==> src/rtl/gpio_bank_pkg.sv <==
package gpio_bank_pkg;
   // Word index (byte offset / 2) of each register; software-visible map.
   typedef enum logic [3:0] {
      RI_MASK   = 4'd0,
      RI_DIR    = 4'd1,
      RI_DOUT   = 4'd2,
      RI_TTYPE  = 4'd3,
      RI_ESEL   = 4'd4,
      RI_LSEL   = 4'd5,
      RI_SLPDIS = 4'd6,
      RI_SLPOUT = 4'd7,
      RI_BFOUT  = 4'd8,
      RI_STAT   = 4'd9,
      RI_ALT    = 4'd10,
      RI_CFG    = 4'd11,
      RI_PIN    = 4'd12
   } reg_idx_e;

   // Number of slots in the stored-register array (status slot is a placeholder).
   localparam int NSTORE = int'(RI_CFG) + 1;
endpackage

==> src/rtl/gpio_bank_regs.sv <==
module gpio_bank_regs
   import gpio_bank_pkg::*;
#(
   parameter int NPIN = 16,
   parameter int DW   = 16,
   parameter int AW   = 5
) (
   input  logic            clk,
   input  logic            rst_n,
   input  logic            wr_en,
   input  logic [AW-1:0]   addr,
   input  logic [DW-1:0]   wdata,
   input  logic [NPIN-1:0] stat_i,
   input  logic [NPIN-1:0] pin_i,
   output logic [NPIN-1:0] cfg_o [NSTORE],
   output logic            stat_clr_o,
   output logic [NPIN-1:0] stat_keep_o,
   output logic [DW-1:0]   rdata
);
   localparam int WIW = AW - 1;

   logic [WIW-1:0] widx;
   logic           aligned;

   assign widx    = addr[AW-1:1];
   assign aligned = ~addr[0];

   // One storage slot per configuration register; the status slot is empty.
   for (genvar g = 0; g < NSTORE; g++) begin : g_slot
      if (g == int'(RI_STAT)) begin : g_hole
         assign cfg_o[g] = '0;
      end else begin : g_reg
         localparam logic [NPIN-1:0] RST_VAL = (g == int'(RI_MASK)) ? '1 : '0;
         always_ff @(posedge clk or negedge rst_n) begin
            if (!rst_n) begin
               cfg_o[g] <= RST_VAL;
            end else if (wr_en && aligned && (widx == WIW'(g))) begin
               cfg_o[g] <= wdata[NPIN-1:0];
            end
         end
      end
   end

   assign stat_clr_o  = wr_en && aligned && (widx == WIW'(RI_STAT));
   assign stat_keep_o = wdata[NPIN-1:0];

   always_comb begin
      rdata = '0;
      if (aligned) begin
         for (int g = 0; g < NSTORE; g++) begin
            if ((widx == WIW'(g)) && (g != int'(RI_STAT))) rdata = DW'(cfg_o[g]);
         end
         if (widx == WIW'(RI_STAT)) rdata = DW'(stat_i);
         if (widx == WIW'(RI_PIN))  rdata = DW'(pin_i);
      end
   end
endmodule

==> src/rtl/gpio_bank_sync.sv <==
module gpio_bank_sync #(
   parameter int W      = 16,
   parameter int STAGES = 2
) (
   input  logic         clk,
   input  logic         rst_n,
   input  logic [W-1:0] d_i,
   output logic [W-1:0] q_o
);
   if (STAGES < 2) begin : g_bad_stages
      $error("gpio_bank_sync: STAGES must be at least 2");
   end

   logic [W-1:0] st [STAGES];

   always_ff @(posedge clk or negedge rst_n) begin
      if (!rst_n) begin
         for (int s = 0; s < STAGES; s++) st[s] <= '0;
      end else begin
         st[0] <= d_i;
         for (int s = 1; s < STAGES; s++) st[s] <= st[s-1];
      end
   end

   assign q_o = st[STAGES-1];
endmodule

==> src/rtl/gpio_bank_irq_det.sv <==
module gpio_bank_irq_det #(
   parameter int NPIN = 16
) (
   input  logic            clk,
   input  logic            rst_n,
   input  logic [NPIN-1:0] lvl_i,
   input  logic [NPIN-1:0] ttype_i,
   input  logic [NPIN-1:0] esel_i,
   input  logic [NPIN-1:0] lsel_i,
   input  logic [NPIN-1:0] slpdis_i,
   input  logic            sleep_i,
   input  logic            clr_we_i,
   input  logic [NPIN-1:0] clr_keep_i,
   output logic [NPIN-1:0] stat_o
);
   logic [NPIN-1:0] prev_q;
   logic [NPIN-1:0] evt;
   logic [NPIN-1:0] stat_q;
   logic [NPIN-1:0] stat_d;

   always_ff @(posedge clk or negedge rst_n) begin
      if (!rst_n) prev_q <= '0;
      else        prev_q <= lvl_i;
   end

   for (genvar g = 0; g < NPIN; g++) begin : g_pin
      logic rise, fall, edge_hit, lvl_hit, hit;
      always_comb begin
         rise     = lvl_i[g] & ~prev_q[g];
         fall     = ~lvl_i[g] & prev_q[g];
         edge_hit = esel_i[g] ? rise : fall;
         lvl_hit  = (lvl_i[g] == lsel_i[g]);
         hit      = ttype_i[g] ? edge_hit : lvl_hit;
         evt[g]   = hit & ~(sleep_i & slpdis_i[g]);
      end
   end

   // A new event wins over a clear in the same cycle.
   always_comb begin
      stat_d = clr_we_i ? (stat_q & clr_keep_i) : stat_q;
      stat_d = stat_d | evt;
   end

   always_ff @(posedge clk or negedge rst_n) begin
      if (!rst_n) stat_q <= '0;
      else        stat_q <= stat_d;
   end

   assign stat_o = stat_q;


   stat_sticky_chk: assert property (@(posedge clk) disable iff (!rst_n)
      !clr_we_i |=> ((stat_q & $past(stat_q)) == $past(stat_q)));


   stat_clr_chk: assert property (@(posedge clk) disable iff (!rst_n)
      (clr_we_i && (evt == '0)) |=> ((stat_q & ~$past(clr_keep_i)) == '0));


   stat_src_chk: assert property (@(posedge clk) disable iff (!rst_n)
      1'b1 |=> ((stat_q & ~$past(stat_q) & ~$past(evt)) == '0));


   slp_block_chk: assert property (@(posedge clk) disable iff (!rst_n)
      sleep_i |=> ((stat_q & ~$past(stat_q) & $past(slpdis_i)) == '0));
endmodule

==> src/rtl/gpio_bank_outmux.sv <==
module gpio_bank_outmux #(
   parameter int NPIN = 16
) (
   input  logic [NPIN-1:0] dout_i,
   input  logic [NPIN-1:0] slpout_i,
   input  logic [NPIN-1:0] bfout_i,
   input  logic [NPIN-1:0] dir_i,
   input  logic [NPIN-1:0] alt_i,
   input  logic [NPIN-1:0] lvl_i,
   input  logic            sleep_i,
   input  logic            bf_i,
   output logic [NPIN-1:0] pad_out_o,
   output logic [NPIN-1:0] pad_oe_o,
   output logic [NPIN-1:0] pin_rd_o
);
   for (genvar g = 0; g < NPIN; g++) begin : g_pin
      always_comb begin
         if (bf_i)         pad_out_o[g] = bfout_i[g];
         else if (sleep_i) pad_out_o[g] = slpout_i[g];
         else              pad_out_o[g] = dout_i[g];
         pad_oe_o[g] = dir_i[g] & ~alt_i[g];
         pin_rd_o[g] = dir_i[g] ? pad_out_o[g] : lvl_i[g];
      end
   end
endmodule

==> src/rtl/gpio_bank_irq.sv <==
module gpio_bank_irq
   import gpio_bank_pkg::*;
#(
   parameter int NPIN        = 16,
   parameter int DW          = 16,
   parameter int AW          = 5,
   parameter int SYNC_STAGES = 2
) (
   input  logic            clk,
   input  logic            rst_n,
   input  logic            reg_wr,
   input  logic [AW-1:0]   reg_addr,
   input  logic [DW-1:0]   reg_wdata,
   output logic [DW-1:0]   reg_rdata,
   input  logic [NPIN-1:0] pad_in,
   output logic [NPIN-1:0] pad_out,
   output logic [NPIN-1:0] pad_oe,
   output logic [NPIN-1:0] alt_sel,
   input  logic            sleep_i,
   input  logic            batt_fault_i,
   output logic            irq_o
);
   if ((NPIN < 1) || (NPIN > DW)) begin : g_bad_npin
      $error("gpio_bank_irq: NPIN must be 1..DW");
   end
   if (AW < 5) begin : g_bad_aw
      $error("gpio_bank_irq: AW must cover the 0x18 offset");
   end

   logic [NPIN-1:0] cfg_w [NSTORE];
   logic [NPIN-1:0] lvl_w;
   logic [NPIN-1:0] stat_w;
   logic [NPIN-1:0] pin_rd_w;
   logic [NPIN-1:0] keep_w;
   logic            clr_w;

   gpio_bank_regs #(.NPIN(NPIN), .DW(DW), .AW(AW)) regs_i (
      .clk        (clk),
      .rst_n      (rst_n),
      .wr_en      (reg_wr),
      .addr       (reg_addr),
      .wdata      (reg_wdata),
      .stat_i     (stat_w),
      .pin_i      (pin_rd_w),
      .cfg_o      (cfg_w),
      .stat_clr_o (clr_w),
      .stat_keep_o(keep_w),
      .rdata      (reg_rdata)
   );

   gpio_bank_sync #(.W(NPIN), .STAGES(SYNC_STAGES)) sync_i (
      .clk  (clk),
      .rst_n(rst_n),
      .d_i  (pad_in),
      .q_o  (lvl_w)
   );

   gpio_bank_irq_det #(.NPIN(NPIN)) det_i (
      .clk       (clk),
      .rst_n     (rst_n),
      .lvl_i     (lvl_w),
      .ttype_i   (cfg_w[RI_TTYPE]),
      .esel_i    (cfg_w[RI_ESEL]),
      .lsel_i    (cfg_w[RI_LSEL]),
      .slpdis_i  (cfg_w[RI_SLPDIS]),
      .sleep_i   (sleep_i),
      .clr_we_i  (clr_w),
      .clr_keep_i(keep_w),
      .stat_o    (stat_w)
   );

   gpio_bank_outmux #(.NPIN(NPIN)) omux_i (
      .dout_i   (cfg_w[RI_DOUT]),
      .slpout_i (cfg_w[RI_SLPOUT]),
      .bfout_i  (cfg_w[RI_BFOUT]),
      .dir_i    (cfg_w[RI_DIR]),
      .alt_i    (cfg_w[RI_ALT]),
      .lvl_i    (lvl_w),
      .sleep_i  (sleep_i),
      .bf_i     (batt_fault_i),
      .pad_out_o(pad_out),
      .pad_oe_o (pad_oe),
      .pin_rd_o (pin_rd_w)
   );

   assign alt_sel = cfg_w[RI_ALT];
   assign irq_o   = |(stat_w & ~cfg_w[RI_MASK]);


   alt_no_drive_chk: assert property (@(posedge clk) disable iff (!rst_n)
      ((pad_oe & alt_sel) == '0));


   bf_prio_chk: assert property (@(posedge clk) disable iff (!rst_n)
      batt_fault_i |-> (pad_out == cfg_w[RI_BFOUT]));
endmodule

==> config.mk <==
export PLATFORM = sky130hd
export DESIGN_NAME = gpio_bank_irq
export DESIGN_NICKNAME = d
export VERILOG_FILES = /design/src/rtl/gpio_bank_pkg.sv /design/src/rtl/gpio_bank_regs.sv /design/src/rtl/gpio_bank_sync.sv /design/src/rtl/gpio_bank_irq_det.sv /design/src/rtl/gpio_bank_outmux.sv /design/src/rtl/gpio_bank_irq.sv
export SDC_FILE = /design/constraint.sdc
export NUM_CORES = 1
export LEC_CHECK = 0
export BUFFER_PORTS_ARGS = -buffer_cell sky130_fd_sc_hd__buf_2
export CORE_MARGIN = 3
export CORE_UTILIZATION = 55
export CTS_BUF_LIST = sky130_fd_sc_hd__clkbuf_8
export DETAILED_ROUTE_END_ITERATION = 8
export GPL_TIMING_DRIVEN = 0
export PLACE_DENSITY = 0.81
export SYNTH_ARGS = -nofsm -noshare
export SYNTH_HDL_FRONTEND = slang
export SYNTH_SLANG_ARGS = --single-unit
==> constraint.sdc <==
create_clock -name clk -period 2.4 [get_ports clk]
set_input_delay 0.48 -clock clk [delete_from_list [all_inputs] [get_ports clk]]
set_output_delay 0.48 -clock clk [all_outputs]
set_load 0.02 [all_outputs]
# After elaboration in Yosys (flattened, before gate mapping)
# Cells that the tools add are included.
# word_totals
ff_bits	240
input_bits	42
# op_classes
n_eq_ne	28
muxes	95
bitwise	149
n_reduce_logical	15
# ops
cell	count
16-bit 2-to-1 mux	15
1-bit AND	80
1-bit 2-to-1 mux	80
1-bit inverter	65
16-bit AND	2
4-bit equality test, second input constant	5
1-bit equality test	16
4-bit by 3-bit equality test with 1-bit output, second input constant	4
16-bit inverter	1
16-bit OR	1
16-bit OR reduction	1
1-bit logical AND	13
4-bit by 2-bit equality test with 1-bit output, second input constant	2
4-bit by 1-bit equality test with 1-bit output, second input constant	1
4-bit logical NOT	1

# Depth between registers and ports, before layout
# Gate-level depths: netlist of run 1.
# depth
depth_word	15
ltp_mapped	9

# Hierarchy
# A second synthesis of run 1 with hierarchy kept.
# unflattened
cells_unflattened	1183
hier_area_um2	13123.8
# by_module_without_submodules
module	instances	cells_per_inst	area_per_inst_um2	seq_area_each_um2
gpio_bank_regs	1	799	9252.6	4424.2
gpio_bank_irq_det	1	180	1780.5	800.8
gpio_bank_outmux	1	135	991.0	0.0
gpio_bank_sync	1	48	920.9	800.8
gpio_bank_irq	1	21	178.9	0.0

# Worst setup path after synthesis of run 1
# Ideal clock, no wire load.
# synth_timing
path_type	in2out
start	in sleep_i
end	out reg_rdata[0]
t_arrival_ns	2.728
path_slack_ns	-0.808
path_stages	6
cell_sequence	buf_4 buf_8 mux2i_1 o21ai_0 mux2i_1 a2111oi_0
# synth_between
elab_chain_len	5
# synth_rtl
item	line	source
start: declaration	gpio_bank_irq.sv:19	input logic sleep_i,
1-bit 2-to-1 mux	gpio_bank_outmux.sv:19	else if (sleep_i) pad_out_o[g] = slpout_i[g];
1-bit 2-to-1 mux	gpio_bank_outmux.sv:18	if (bf_i) pad_out_o[g] = bfout_i[g];
net pad_out[0]	gpio_bank_irq.sv:16	output logic [NPIN-1:0] pad_out,
1-bit 2-to-1 mux	gpio_bank_outmux.sv:22	pin_rd_o[g] = dir_i[g] ? pad_out_o[g] : lvl_i[g];
16-bit 2-to-1 mux	gpio_bank_regs.sv:54	if (widx == WIW'(RI_PIN)) rdata = DW'(pin_i);
16-bit 2-to-1 mux	gpio_bank_regs.sv:49	if (aligned) begin
end: declaration	gpio_bank_irq.sv:14	output logic [DW-1:0] reg_rdata,
# The timed path passes the listed nets, and every way through them passes these cells.

# Final worst setup path of run 1
# layout_timing
start	reg regs_i.cfg_o[179] in the netlist's numbering
end	out reg_rdata[3]
# layout_between
elab_chain_len	14
# layout_rtl
item	line	source
start: declaration	gpio_bank_regs.sv:15	output logic [NPIN-1:0] cfg_o [NSTORE],
start signal: indexed assignment	gpio_bank_regs.sv:38	cfg_o[g] <= wdata[NPIN-1:0];
16-bit 2-to-1 mux (11 in series)	gpio_bank_regs.sv:51	if ((widx == WIW'(g)) && (g != int'(RI_STAT))) rdata = DW'(cfg_o[g]);
16-bit 2-to-1 mux	gpio_bank_regs.sv:53	if (widx == WIW'(RI_STAT)) rdata = DW'(stat_i);
16-bit 2-to-1 mux	gpio_bank_regs.sv:54	
16-bit 2-to-1 mux	gpio_bank_regs.sv:49	
# Every way passes these cells.

==> results.ini, run 1 <==
[timing]
post-route-worst-setup-slack_ps=-258
setup_violations=17
post-route-period-util_pct=111
fin_crit_ps=2660
fmax_mhz=376
worst_slew_pin_slew_ps=1040
finalMaxSlewViolations=0
finalHoldViolations=0
rsz0062_at_grt=yes
fin_skew_ps=11.6
timing.slew.headroom_pct=30.4

[setup_path]
cp.arrival_ps=2180
cp-end-kind=primary output
cp.required_ps=1920
crit_fanout=2
cp_slowest_cell=dfstp_2
cp-start-kind=register
path_cells=nor3_2 > a211oi_2 > a21oi_1 > or3_4 > a221oi_4 > buf_6
cpPeakStageDelay_ps=540
critical_path_class=register to primary output

[power]
p_int_mw=8.33
power_frac_seq_pct=44.3
clkPwrFrac_pct=31.6
combPwrFrac_pct=24.1
ir_worst_vdd_v=0.000548
power_leakage_nw=7.10
swShare_pct=31.3
power_density_nw_per_um2=780
p_switching_mw=3.79

[route]
first_pass_iters=6
drt_wl_total_um=42400
viasPerCell=6.51
drc=0
antenna_left=0
route.detailed.wl_per_inst_um=26.2
drtIter0Drc=1218
num_vias=10524

[cells_and_area]
instances_no_fill=1617
final_cell_mix=dfrtp_1 (222), mux2_2 (187), buf_2 (98), buf_4 (93), nand2_1 (73)
final_common_cell=dfrtp_1
syn2layout_area_growth_pct=26.6
multi_input_area_sq_um=6030
finish.utilization_pct=71.0
fill_cells=1496
drive_above_1_share_pct=46.5
nNetsFinal=1348
seqCellArea_sq_um=6030

[die]
die_x_um=155
rows=54
ios=107
die_h_um=155
design.core.area_sq_um=21900
start_util_pct=56.1
die_area_sq_um=24200

[logic_synthesis]
synthCells=1085
synth_top_area_share_pct=45.7
yosysSeqAreaShare_pct=49.1
synth_ff_type=dfrtp_1
synth_enable_flop_cells=0
synth_area_per_cell_sq_um=11.3
async_reset_ff_share_pct=100
synth_cell_type_count=69
ys_warn_count=0
yosys.area.top_type=dfrtp_1
syn-cell-area_sq_um=12300
yosys_register_bits=240
synthTopCellsByArea=dfrtp_1 (46%), mux2_2 (18%), dfstp_2 (3.4%), mux2i_1 (3.4%), o21ai_0 (2.4%)
synth_fp_nets=1127

[clock_network]
cts_tree=done
clock_path_buffers=3
clk_latency_ps=560
path_clk_slew_ps=60
clkSinkCount=240
clockRootBuffer=clkbuf_8
cts_buffers=42
ctsHtreeMaxLevel=2

[outcome]
violations=setup timing
outcome=finished, violations left

[flow_run]
max_cap_violations=0

[global_route]
grt_pass1_vias=10323
grt-ovfl-total=0
grt_pass1_wl_um=62400
antenna_found_initial=0
track_usage_pct=34.1
grt_max_degree=92

[placed_design]
port-buffer-count=102
dp_hpwl_um=26800
gp_congestion=0.999
dp_cells=1469

[hold_path]
hold_class=primary input to register

-- power groups by stage --
stage,clock network [mW],logic [mW],registers [mW]
2_1_floorplan,0,1.81,5.16
3_3_place_gp,0,2.36,5.37
3_5_place_dp,0,2.44,5.40
4_1_cts,3.86,2.71,5.32
5_1_grt,4.08,3.11,5.42
6_report,3.84,2.92,5.37
-- final cells by class --
type	count	area share (%)
Sequential cell	240	38.8
Inverter	24	0.579
Antenna cell	2	0.0322
Timing Repair Buffer	179	8.84
Clock inverter	19	0.716
Clock buffer	54	4.78
Tap cell	280	2.25
Multi-Input combinational cell	725	38.8
Buffer	94	5.23
-- path summary, 6_finish.rpt --
check / startpoint / end / slack, ps / cells after the start
setup / recovery: regs_i.cfg_o[179] / reg_rdata[3] / -260 / 6
hold / removal: pad_in[1] / sync_i.st[17] / 20 / 1
setup reg to reg: sync_i.q_o[1] / det_i.stat_o[1] / 1240 / 5
hold reg to reg: sync_i.st[23] / sync_i.q_o[7] / 350 / 0
max in group asynchronous: rst_n / regs_i.cfg_o[190] / 1040 / 3
min in group asynchronous: rst_n / regs_i.cfg_o[57] / 490 / 2
-- kinds of logic after synthesis --
kind of cell,Yosys count,share of synthesized area (%)
AOI/OAI and AO/OA,240,13.0
xor gates and xnor gates,16,1.14
and+or+nand+nor,228,9.09
DFF,240,49.1
muxes,241,22.1
buffers and inverters,120,5.59
-- critical path, delay by kind of cell, from the launching register on --
kind	cells	cell delay, ps
AO/OA/AOI/OAI	3	530
flip-flops	1	540
buffers and inverters	1	160
AND/OR/NAND/NOR	2	390
-- what timing repair did --
item | CTS | global route
endpoints found under the hold margin | 58 | 0
pin swaps | 41 | 37
gates resized for setup | 139 | 65
cloned | 2 | 0
hold buffers | 1 | 0
buffers inserted | 38 | 36
setup endpoints to repair | 17 | 17
-- Yosys cell counts, drive strengths merged (3+ instances only) --
master / instances
a2111oi: 5
a211oi: 14
a21oi: 54
a221o: 22
a221oi: 9
a22oi: 15
a2bb2oi: 6
a31oi: 10
and3: 4
buf: 71
clkbuf: 25
dfrtp: 224
dfstp: 16
inv: 24
mux2: 195
mux2i: 42
mux4: 4
nand2: 81
nand2b: 7
nand3: 8
nor2: 77
nor2b: 31
nor3: 7
o211a: 3
o211ai: 3
o21ai: 60
o22ai: 15
o32ai: 3
xnor2: 16
-- sequential cells by signal, indices dropped and copies added (netlist names) --
| signal | count |
|---|---|
| det_i.stat_o | 16 |
| det_i.prev_q | 16 |
| regs_i.cfg_o | 176 |
| sync_i.q_o | 16 |
| sync_i.st | 16 |
-- through the flow --
step           setup TNS, ps  worst slack [ps]  area (sq um)  hold WS (ps)  power (mW)
3_5_place_dp          -14680              -549         13300           335        7.84
5_1_grt                -2910              -313         15500          4.04        12.6
4_1_cts                -2230              -309         15000          3.61        11.9
2_1_floorplan           -257              -128         12400           184        6.96
3_3_place_gp         -786110             -3330         13300           331        7.73
6_report               -2200              -258         15500          19.1        12.1
-- layer usage --
| metal | vias up | wire length [um] | GRT usage [%] |
|---|---|---|---|
| met5 | - | 0 | 0 |
| met1 | 5115 | 15600 | 44.3 |
| met3 | 255 | 5290 | 10.3 |
| li1 | 4357 | - | - |
| met4 | 0 | 2920 | 18.5 |
| met2 | 797 | 18600 | 51.4 |
Note: power is estimated with default switching activity, not from simulation.
==> run 2, diff against run 1 <==
--- a/config.mk
+++ b/config.mk
@@ -12,6 +12,7 @@
 export DETAILED_ROUTE_END_ITERATION = 8
 export GPL_TIMING_DRIVEN = 0
 export PLACE_DENSITY = 0.81
+export SKIP_CTS_REPAIR_TIMING = 1
 export SYNTH_ARGS = -nofsm -noshare
 export SYNTH_HDL_FRONTEND = slang
 export SYNTH_SLANG_ARGS = --single-unit
==> constraint.sdc (replaced) <==
create_clock -name clk -period 2.4 [get_ports clk]
set_input_delay 0.12 -clock clk [delete_from_list [all_inputs] [get_ports clk]]
set_output_delay 0.12 -clock clk [all_outputs]
set_load 0.02 [all_outputs]
==> results.ini, run 2 (synthesis results as in run 1) <==
[timing]
worst_slew_pin_slew_ps=973  ; -71.3 ps
hold_ws_ps=47.6  ; +28.5 ps
finalHoldViolations=0  ; unchanged
fmax_mhz=399  ; +6.1%
post-route-worst-setup-slack_ps=-106  ; +153 ps
timing.slew.headroom_pct=35.1  ; +4.8 points
fin_skew_ps=13.6  ; +2.01 ps
finalSetupTns_ps=-201  ; +2000 ps
setup_violations=4  ; -13
fin_crit_ps=2510  ; -153 ps
rsz0062_at_grt=yes
finalMaxSlewViolations=0  ; unchanged
post-route-period-util_pct=104  ; -6.4 points

[setup_path]
r2r_slack_ps=1300  ; +60 ps
critPathBufInv=1  ; unchanged
critical_path_class=register to primary output
worst_r2r_startpoint=sync_i.q_o[7]
critPathTopFamily=compound AO/OA/AOI/OAI gates
cp-start-kind=register
cp-end-kind=primary output
cp_slowest_cell=o21ai_0
regToRegEndpoint=det_i.stat_o[7]
cp.required_ps=2280  ; +360 ps
cp.arrival_ps=2390  ; +210 ps
crit_fanout=3  ; +1
cpPeakStageDelay_ps=510  ; -30 ps
path_cells=mux2i_1 > o21ai_0 > a21oi_1 > nor4_1 > buf_2
ff2ff_path_depth=4  ; -1

[route]
num_vias=10123  ; -3.8%
drc=0  ; unchanged
route.detailed.wl_per_inst_um=25.0  ; -4.6%
viasPerCell=6.41  ; -1.5%
drtIter0Drc=1261  ; +3.5%
antenna_left=0  ; unchanged
first_pass_iters=6  ; unchanged
drt_wl_total_um=39500  ; -6.9%

[flow_run]
max_cap_violations=0  ; unchanged

[global_route]
grt_pass1_wl_um=59400  ; -4.7%
grt_max_degree=102  ; +11%
grt_pass1_vias=10035  ; -2.8%
grt-ovfl-total=0  ; unchanged
track_usage_pct=32.4  ; -1.7 points
antenna_found_initial=1  ; +1

[die]
die_x_um=155  ; unchanged
die_h_um=155  ; unchanged
die_area_sq_um=24200  ; unchanged
rows=54  ; unchanged
ios=107  ; unchanged
design.core.area_sq_um=21900  ; unchanged
start_util_pct=56.1  ; unchanged

[clock_network]
clock_path_buffers=3  ; unchanged
path_clk_slew_ps=60  ; about the same
clkSinkCount=240  ; unchanged
cts_buffers=41  ; -2.4%
cts_tree=done
clk_latency_ps=550  ; about the same
ctsHtreeMaxLevel=2  ; unchanged
clockRootBuffer=clkbuf_8

[placed_design]
gp_congestion=1.01  ; +0.70%
port-buffer-count=102  ; unchanged
dp_cells=1469  ; unchanged
dp_hpwl_um=26200  ; -2.4%

[cells_and_area]
nNetsFinal=1308  ; -3.0%
final_common_cell=dfrtp_1
syn2layout_area_growth_pct=17.6
largest_register_ffs=176  ; unchanged
final_cell_mix=dfrtp_1 (224), mux2_2 (195), buf_2 (129), nand2_1 (76), nor2_1 (73)
regMostFlops=regs_i.cfg_o
instances_no_fill=1579  ; -2.4%
num_antenna_cells=0  ; -2
drive_above_1_share_pct=36.7  ; -9.8 points

[power]
swShare_pct=31.0  ; -0.32 points
power_leakage_nw=6.61  ; -6.9%
p_int_mw=8.00  ; -4.0%
ir_worst_vdd_v=0.000558  ; +1.8%
combPwrFrac_pct=21.4  ; -2.7 points
total_power_mw=11.6  ; -4.5%
p_switching_mw=3.59  ; -5.4%
power_density_nw_per_um2=802  ; +2.8%
clkPwrFrac_pct=32.3  ; +0.7 points
power_frac_seq_pct=46.2  ; +1.9 points

[outcome]
outcome=finished, violations left
violations=setup timing

[hold_path]
hold_class=primary input to asynchronous set/reset pin

[run 2: cell type report]
| type | instances | area (sq um) |
|---|---|---|
| well taps | 280 | 350 |
| multi-input cells | 725 | 5610 |
| repair buffers | 138 | 920 |
| clock inverters | 21 | 87.6 |
| inverters | 24 | 90.1 |
| flip-flops and latches | 240 | 6030 |
| clock buffers | 55 | 757 |
| plain buffers | 96 | 599 |
| fillers | 1698 | 7450 |
[run 2: through the flow]
| step | area (sq um) | worst slack (ps) | utilization [%] |
|---|---|---|---|
| finish | 14400 | -106 | 66.0 |
| global route | 14400 | -67.3 | 66.0 |
| CTS | 14100 | -55.2 | 64.2 |
| detailed placement | 13200 | 19.3 | 60.3 |
| global placement | 13100 | -2980 | 60.0 |
| floorplan | 12300 | 149 | - |
[run 2: power by group through the flow]
| stage | Clock, mW | Sequential, mW | Combinational [mW] |
|---|---|---|---|
| after floorplan | 0 | 5.16 | 1.75 |
| after global routing | 3.95 | 5.42 | 2.67 |
| after global placement | 0 | 5.36 | 2.30 |
| final | 3.75 | 5.35 | 2.48 |
| after detailed placement | 0 | 5.39 | 2.38 |
| after CTS | 3.77 | 5.33 | 2.39 |
[run 2: layer usage]
metal	vias up	track usage [%]	routed length, um
met5	-	0	11
met4	2	17.1	2320
met3	195	9.35	4530
met2	716	49.1	17400
met1	4945	42.5	15200
li1	4265	-	-
[run 2: worst max-delay path by stage]
stage	startpoint	endpoint	slack, ps	cells past startpoint
2_1_floorplan	sleep_i	reg_rdata[0]	150	6
3_3_place_gp	rst_n	det_i.prev_q[9]	-2980	1
3_5_place_dp	reg_addr[1]	reg_rdata[1]	20	8
4_1_cts	regs_i.cfg_o[179]	reg_rdata[3]	-60	6
5_1_grt	regs_i.cfg_o[179]	reg_rdata[3]	-70	6
6_report	regs_i.cfg_o[77]	reg_rdata[13]	-110	5
